--- config.mk ---
export PLATFORM = sky130hd
export DESIGN_NAME = phy_cmd_encoder
export DESIGN_NICKNAME = d
export VERILOG_FILES = /design/src/rtl/phy_cmd_pkg.sv /design/src/rtl/phy_cmd_rst_sync.sv /design/src/rtl/phy_cmd_classify.sv /design/src/rtl/phy_cmd_slot_ca.sv /design/src/rtl/phy_cmd_encoder.sv
export SDC_FILE = /design/constraint.sdc
export NUM_CORES = 1
export LEC_CHECK = 0
export BUFFER_PORTS_ARGS = -buffer_cell sky130_fd_sc_hd__buf_2
export CAP_MARGIN = 15
export CORE_UTILIZATION = 48
export DETAILED_ROUTE_END_ITERATION = 12
export HOLD_SLACK_MARGIN = 0.15
export PLACE_DENSITY = 0.87
export SETUP_SLACK_MARGIN = 0.3
export SLEW_MARGIN = 30
export SYNTH_ARGS = -nofsm -noshare
export SYNTH_HDL_FRONTEND = slang
export SYNTH_HIERARCHICAL = 1
export SYNTH_SLANG_ARGS = --single-unit
export TNS_END_PERCENT = 20
--- constraint.sdc ---
create_clock -name clk_i -period 4.5 [get_ports clk_i]
set_input_delay 0.225 -clock clk_i [delete_from_list [all_inputs] [get_ports clk_i]]
set_output_delay 0.225 -clock clk_i [all_outputs]
set_load 0.005 [all_outputs]
--- src/rtl/phy_cmd_pkg.sv ---
package phy_cmd_pkg;
  localparam int NSLOT = 2;
  localparam int KIND_W = 4;
  localparam int CMD_W = 9;

  localparam logic [KIND_W-1:0] KIND_NOP   = 4'd0;
  localparam logic [KIND_W-1:0] KIND_DESEL = 4'd1;
  localparam logic [KIND_W-1:0] KIND_ACT   = 4'd2;
  localparam logic [KIND_W-1:0] KIND_PRE   = 4'd3;
  localparam logic [KIND_W-1:0] KIND_PREA  = 4'd4;
  localparam logic [KIND_W-1:0] KIND_REF   = 4'd5;
  localparam logic [KIND_W-1:0] KIND_MRS   = 4'd6;
  localparam logic [KIND_W-1:0] KIND_WR    = 4'd7;
  localparam logic [KIND_W-1:0] KIND_RD    = 4'd8;

  localparam logic [CMD_W-1:0] CODE_WR = 9'h001;
  localparam logic [CMD_W-1:0] CODE_RD = 9'h011;
  localparam logic [CMD_W-1:0] CODE_ND = 9'h100;

  typedef enum logic [1:0] {PAIR_NONE, PAIR_ND, PAIR_WR, PAIR_RD} pair_class_e;
endpackage

--- src/rtl/phy_cmd_rst_sync.sv ---
module phy_cmd_rst_sync #(
  parameter int STAGES = 2
) (
  input  logic clk_i,
  input  logic rst_n_i,
  output logic rst_sync_n_o
);
  logic [STAGES-1:0] sync_q;

  always_ff @(posedge clk_i or negedge rst_n_i) begin
    if (!rst_n_i) sync_q <= '0;
    else          sync_q <= {sync_q[STAGES-2:0], 1'b1};
  end

  assign rst_sync_n_o = sync_q[STAGES-1];
endmodule

--- src/rtl/phy_cmd_classify.sv ---
module phy_cmd_classify
  import phy_cmd_pkg::*;
(
  input  logic [NSLOT-1:0]             vld_i,
  input  logic [NSLOT-1:0][KIND_W-1:0] kind_i,
  output pair_class_e                  cls_o,
  output logic                         conflict_o
);
  logic [NSLOT-1:0] is_wr, is_rd;

  for (genvar s = 0; s < NSLOT; s++) begin : g_slot
    assign is_wr[s] = vld_i[s] && (kind_i[s] == KIND_WR);
    assign is_rd[s] = vld_i[s] && (kind_i[s] == KIND_RD);
  end

  always_comb begin
    conflict_o = (|is_wr) && (|is_rd);
    if (vld_i == '0)     cls_o = PAIR_NONE;
    else if (|is_wr)     cls_o = PAIR_WR;
    else if (|is_rd)     cls_o = PAIR_RD;
    else                 cls_o = PAIR_ND;
  end
endmodule

--- src/rtl/phy_cmd_slot_ca.sv ---
module phy_cmd_slot_ca
  import phy_cmd_pkg::*;
#(
  parameter int   CA_W     = 10,
  parameter logic IDLE_LVL = 1'b1
) (
  input  logic              vld_i,
  input  logic [KIND_W-1:0] kind_i,
  input  logic              ap_i,
  input  logic [CA_W-1:0]   ca_rise_i,
  input  logic [CA_W-1:0]   ca_fall_i,
  output logic [CA_W-1:0]   ca_rise_o,
  output logic [CA_W-1:0]   ca_fall_o
);
  localparam logic [CA_W-1:0] IDLE_CA = {CA_W{IDLE_LVL}};

  logic data_cmd;
  assign data_cmd = (kind_i == KIND_WR) || (kind_i == KIND_RD);

  always_comb begin
    if (!vld_i) begin
      ca_rise_o = IDLE_CA;
      ca_fall_o = IDLE_CA;
    end else if (data_cmd) begin
      ca_rise_o = ca_rise_i;
      ca_fall_o = {ca_fall_i[CA_W-1:1], ap_i};
    end else begin
      ca_rise_o = ca_rise_i;
      ca_fall_o = ca_fall_i;
    end
  end
endmodule

--- src/rtl/phy_cmd_encoder.sv ---
module phy_cmd_encoder
  import phy_cmd_pkg::*;
#(
  parameter int   CA_W       = 10,
  parameter int   CTL_OFF_W  = 6,
  parameter int   DATA_OFF_W = 6,
  parameter logic IDLE_LVL   = 1'b1
) (
  input  logic                         clk_i,
  input  logic                         rst_n_i,
  input  logic [NSLOT-1:0]             slot_vld_i,
  input  logic [NSLOT-1:0][KIND_W-1:0] slot_kind_i,
  input  logic [NSLOT-1:0]             slot_ap_i,
  input  logic [NSLOT-1:0][CA_W-1:0]   slot_ca_rise_i,
  input  logic [NSLOT-1:0][CA_W-1:0]   slot_ca_fall_i,
  input  logic [CTL_OFF_W-1:0]         ctl_offset_i,
  input  logic [DATA_OFF_W-1:0]        wr_data_offset_i,
  input  logic                         err_clr_i,
  output logic                         ctl_wr_n_o,
  output logic [CMD_W-1:0]             ctl_cmd_o,
  output logic [CTL_OFF_W-1:0]         ctl_offset_o,
  output logic [DATA_OFF_W-1:0]        ctl_data_offset_o,
  output logic                         cmd_fifo_wren_o,
  output logic [NSLOT-1:0][CA_W-1:0]   fifo_ca_rise_o,
  output logic [NSLOT-1:0][CA_W-1:0]   fifo_ca_fall_o,
  output logic                         pair_err_o
);
  localparam logic [NSLOT*CA_W-1:0] IDLE_ROW = {(NSLOT*CA_W){IDLE_LVL}};

  logic rst_sync_n;
  phy_cmd_rst_sync #(.STAGES(2)) u_rst (
    .clk_i        (clk_i),
    .rst_n_i      (rst_n_i),
    .rst_sync_n_o (rst_sync_n)
  );

  pair_class_e cls;
  logic        conflict;
  phy_cmd_classify u_cls (
    .vld_i      (slot_vld_i),
    .kind_i     (slot_kind_i),
    .cls_o      (cls),
    .conflict_o (conflict)
  );

  logic [NSLOT-1:0][CA_W-1:0] enc_rise, enc_fall;
  for (genvar s = 0; s < NSLOT; s++) begin : g_ca
    phy_cmd_slot_ca #(.CA_W(CA_W), .IDLE_LVL(IDLE_LVL)) u_slot (
      .vld_i     (slot_vld_i[s]),
      .kind_i    (slot_kind_i[s]),
      .ap_i      (slot_ap_i[s]),
      .ca_rise_i (slot_ca_rise_i[s]),
      .ca_fall_i (slot_ca_fall_i[s]),
      .ca_rise_o (enc_rise[s]),
      .ca_fall_o (enc_fall[s])
    );
  end

  // Next-state logic
  logic                       issue;
  logic                       wren_d, err_d;
  logic [CMD_W-1:0]           cmd_d;
  logic [CTL_OFF_W-1:0]       coff_d;
  logic [DATA_OFF_W-1:0]      doff_d;
  logic [NSLOT-1:0][CA_W-1:0] rise_d, fall_d;

  always_comb begin
    issue  = (cls != PAIR_NONE) && !conflict;
    wren_d = issue;
    cmd_d  = '0;
    coff_d = '0;
    doff_d = '0;
    rise_d = IDLE_ROW;
    fall_d = IDLE_ROW;
    if (issue) begin
      coff_d = ctl_offset_i;
      rise_d = enc_rise;
      fall_d = enc_fall;
      unique case (cls)
        PAIR_WR: begin cmd_d = CODE_WR; doff_d = wr_data_offset_i; end
        PAIR_RD: cmd_d = CODE_RD;
        default: cmd_d = CODE_ND;
      endcase
    end
    if (conflict)       err_d = 1'b1;
    else if (err_clr_i) err_d = 1'b0;
    else                err_d = pair_err_o;
  end

  // Registers
  always_ff @(posedge clk_i or negedge rst_sync_n) begin
    if (!rst_sync_n) begin
      cmd_fifo_wren_o   <= 1'b0;
      ctl_wr_n_o        <= 1'b1;
      pair_err_o        <= 1'b0;
      ctl_cmd_o         <= '0;
      ctl_offset_o      <= '0;
      ctl_data_offset_o <= '0;
      fifo_ca_rise_o    <= IDLE_ROW;
      fifo_ca_fall_o    <= IDLE_ROW;
    end else begin
      cmd_fifo_wren_o   <= wren_d;
      ctl_wr_n_o        <= !wren_d;
      pair_err_o        <= err_d;
      ctl_cmd_o         <= cmd_d;
      ctl_offset_o      <= coff_d;
      ctl_data_offset_o <= doff_d;
      fifo_ca_rise_o    <= rise_d;
      fifo_ca_fall_o    <= fall_d;
    end
  end

  // Assertions
  assert_strobe_pair_R9: assert property (@(posedge clk_i) disable iff (!rst_sync_n)
    ctl_wr_n_o == !cmd_fifo_wren_o);

  assert_conflict_blocks_R4: assert property (@(posedge clk_i) disable iff (!rst_sync_n)
    conflict |=> (!cmd_fifo_wren_o && ctl_wr_n_o && pair_err_o));

  assert_err_sticky_R5: assert property (@(posedge clk_i) disable iff (!rst_sync_n)
    (pair_err_o && !err_clr_i) |=> pair_err_o);

  assert_rd_zero_doff_R7: assert property (@(posedge clk_i) disable iff (!rst_sync_n)
    (cmd_fifo_wren_o && ctl_cmd_o == CODE_RD) |-> (ctl_data_offset_o == '0));

  assert_idle_no_strobe_R10: assert property (@(posedge clk_i) disable iff (!rst_sync_n)
    (slot_vld_i == '0) |=> (!cmd_fifo_wren_o && ctl_wr_n_o));
endmodule

==> impl_metrics.py <==
metrics = {
    "status": {
        "status": "finished clean",
    },
    "grt": {
        "grt_first_pass_wirelength_mm": 7.94,
        "grt_max_degree": 59,
        "grt_use_total": 0.198,
        "antenna_found_initial": 0,
        "grt_pass1_vias": 1755,
        "grt_overflow": 0,
    },
    "cts": {
        "cts_setup_buffers": 0,
        "cts_root_buf": "clkbuf_8",
        "cts_buffers": 9,
        "cts_buffer_depth": 2,
        "htree_levels": 3,
        "clk_pin_slew_worst_paths_ps": 60,
        "cts.sinks": 60,
        "clock_latency_ps": 310,
        "tritoncts": "yes",
    },
    "route": {
        "first_pass_iters": 4,
        "viasPerCell": 4.67,
        "ant_nets": 0,
        "dr.first_iter.drc_count": 163,
        "drc_errors": 0,
        "wire_per_inst_um": 12.6,
        "vias": 1926,
        "finalWirelength_mm": 5.18,
    },
    "floorplanning": {
        "die_w_um": 74.4,
        "die_area_mm2": 0.00554,
        "ios": 131,
        "die_y_um": 74.4,
        "coreArea_mm2": 0.00488,
        "num_rows": 25,
        "start_util": 0.516,
    },
    "power_and_ir_drop": {
        "vdd_drop_max_v": 0.000218,
        "p_leak_nw": 1.59,
        "finalPower_mw": 1.20,
        "powerDensity_mw_per_mm2": 348,
    },
    "finish": {
        "fillers": 382,
        "fin_nets": 407,
        "drive_gt1_frac": 0.536,
        "final_area_mm2": 0.00346,
        "diodes": 0,
        "area_growth_pct": 37.2,
    },
    "synth": {
        "synthTopCellsByArea": "dfstp_2, dfrtp_1, nand2b_1",
        "ys_warn_count": 6,
        "ys_ff_latch": 60,
        "synth_top_area_share": 0.428,
        "yosysTopAreaCell": "dfstp_2",
        "ys_seq_area_frac": 0.616,
        "syn-cell-area_mm2": 0.00252,
        "yosys.cell_types.count": 27,
        "synthCells": 208,
        "avgSynthCellArea_um2": 12.1,
    },
    "placement": {
        "portBuffers": 124,
        "dpl.hpwl_mm": 3.68,
        "place.gp.congestion": 0.742,
        "placed_cell_area_mm2": 0.00314,
    },
    "sta": {
        "slew_headroom": 0.553,
        "skew_ps": 3.63,
        "finalCriticalPeriod_ps": 1670,
        "hold_viol": 0,
        "slew_viol_final": 0,
        "finalCritPeriodShare": 0.372,
        "setup_viol": 0,
        "tightestPinTransition_ps": 671,
        "rsz0062_at_grt": "false",
        "finalSetupTns_ps": 0,
        "max_freq_ghz": 0.597,
    },
    "worst_setup_path": {
        "worstPathMaxFanout": 41,
        "cp_top_family": "simple AND/OR/NAND/NOR gates",
        "cp_slowest_cell": "nor3b_1",
        "path_buf_inv": 2,
        "worstPathCellList": "buf_2 -> and4b_1 -> a22oi_2 -> nor2_4 -> buf_16 -> nor3b_1 -> and2_1",
        "cp.arrival_ps": 1930,
        "critPathLaunchType": "input port",
        "crit_path_max_incr_delay_ps": 410,
        "critPathKind": "input port to flop",
        "end_kind": "flop",
        "cp_data_required_time_ps": 4750,
    },
    "job": {
        "max_cap_violations": 0,
    },
    "worst_hold_path": {
        "hold_path_class": "input port to flop",
    },
}
cell families after synthesis:
group	after synthesis	synth area share
AND/OR/NAND/NOR	115	0.296
flip-flops	60	0.616
buffers and inverters	21	0.0517
AO/OA/AOI/OAI	10	0.0333
other	2	0.00298
sequential cells by signal, indices dropped and copies added, names as in the netlist:
signal and cells:
cmd_fifo_wren_o 1, ctl_cmd_o 3, ctl_data_offset_o 6, ctl_offset_o 6, ctl_wr_n_o 1, fifo_ca_fall_o 20
fifo_ca_rise_o 20, pair_err_o 1, u_rst/sync_q 2
layout make-up:
| cell class | count | area, um^2 | area share |
|---|---|---|---|
| sequential | 60 | 1550 | 0.450 |
| multi-input combinational | 132 | 865 | 0.250 |
| timing repair buffer | 136 | 753 | 0.218 |
| clock buffer | 15 | 166 | 0.0482 |
| tap | 67 | 83.8 | 0.0243 |
| clock inverter | 1 | 30.0 | 0.00869 |
| inverter | 1 | 3.75 | 0.00109 |
placed cells by master (no fill, tap or decap), types with 3 or more instances in the layout:
master	n
nand2b_1	42
dfstp_2	41
clkbuf_8	11
buf_2	124
dlygate4sd3_1	9
conb_1	7
dfrtp_1	18
clkbuf_1	4
or3_1	40
nor3b_1	8
nand4bb_1	4
and2_1	7
nand2_1	3
routing by layer:
layer  vias to the layer above  share of wire  track usage
met3                        10          0.051       0.0447
met1                       891           0.39        0.234
met4                         0          0.024        0.115
met5                         -              0            0
li1                        952              -            -
met2                        73           0.54        0.332
cell usage after synthesis:
cell        n
nand4b_1    2
buf_2       5
a21oi_1     2
o221ai_1    2
a32o_1      2
dfrtp_1    19
nand2b_1   42
inv_1       1
nor2b_1     1
a21o_1      1
buf_6       3
and2_1      7
nand3_1     2
dfstp_2    41
or3_1      40
nand4bb_1   4
o22a_1      1
conb_1      2
nor3b_1     8
nor2_1      3
a22oi_2     1
or2_2       1
o21a_1      1
nand2_1     3
clkbuf_1    6
and4b_1     2
buf_4       6
what timing repair did:
| action | CTS | global route |
|---|---|---|
| gates resized for setup | 0 | 0 |
| hold endpoints to repair | 10 | 0 |
| hold buffers | 9 | 0 |
metrics by stage:
stage	cells	util	setup WS, ps	hold slack (ps)
finish	412	0.708	2830	172
global route	412	0.708	2650	157
CTS	411	0.703	2570	157
detailed placement	386	0.644	2230	12.2
global placement	386	0.644	2310	9.84
floorplan	213	-	2780	-70.6
worst paths after layout:
| path | depth (start not counted) | from | endpoint | slack (ps) |
|---|---|---|---|---|
| max in group asynchronous | 1 | u_rst/sync_q[1] | pair_err_o | 3680 |
| worst min register to register | 0 | u_rst/sync_q[0] | u_rst/sync_q[1] | 360 |
| worst max register to register | 1 | u_rst/sync_q[1] | pair_err_o | 3680 |
| min in group asynchronous | 2 | rst_n_i | u_rst/sync_q[0] | 220 |
| worst max-delay path | 7 | slot_vld_i[1] | ctl_data_offset_o[1] | 2830 |
| worst min-delay path | 2 | ctl_offset_i[5] | ctl_offset_o[5] | 170 |
power breakdown:
group	total, mW	switching (mW)	internal, mW
Clock	0.465	0.178	0.287
Sequential	0.594	0.00749	0.586
Combinational	0.143	0.0680	0.0752
Power figures use the tool's default switching activity.
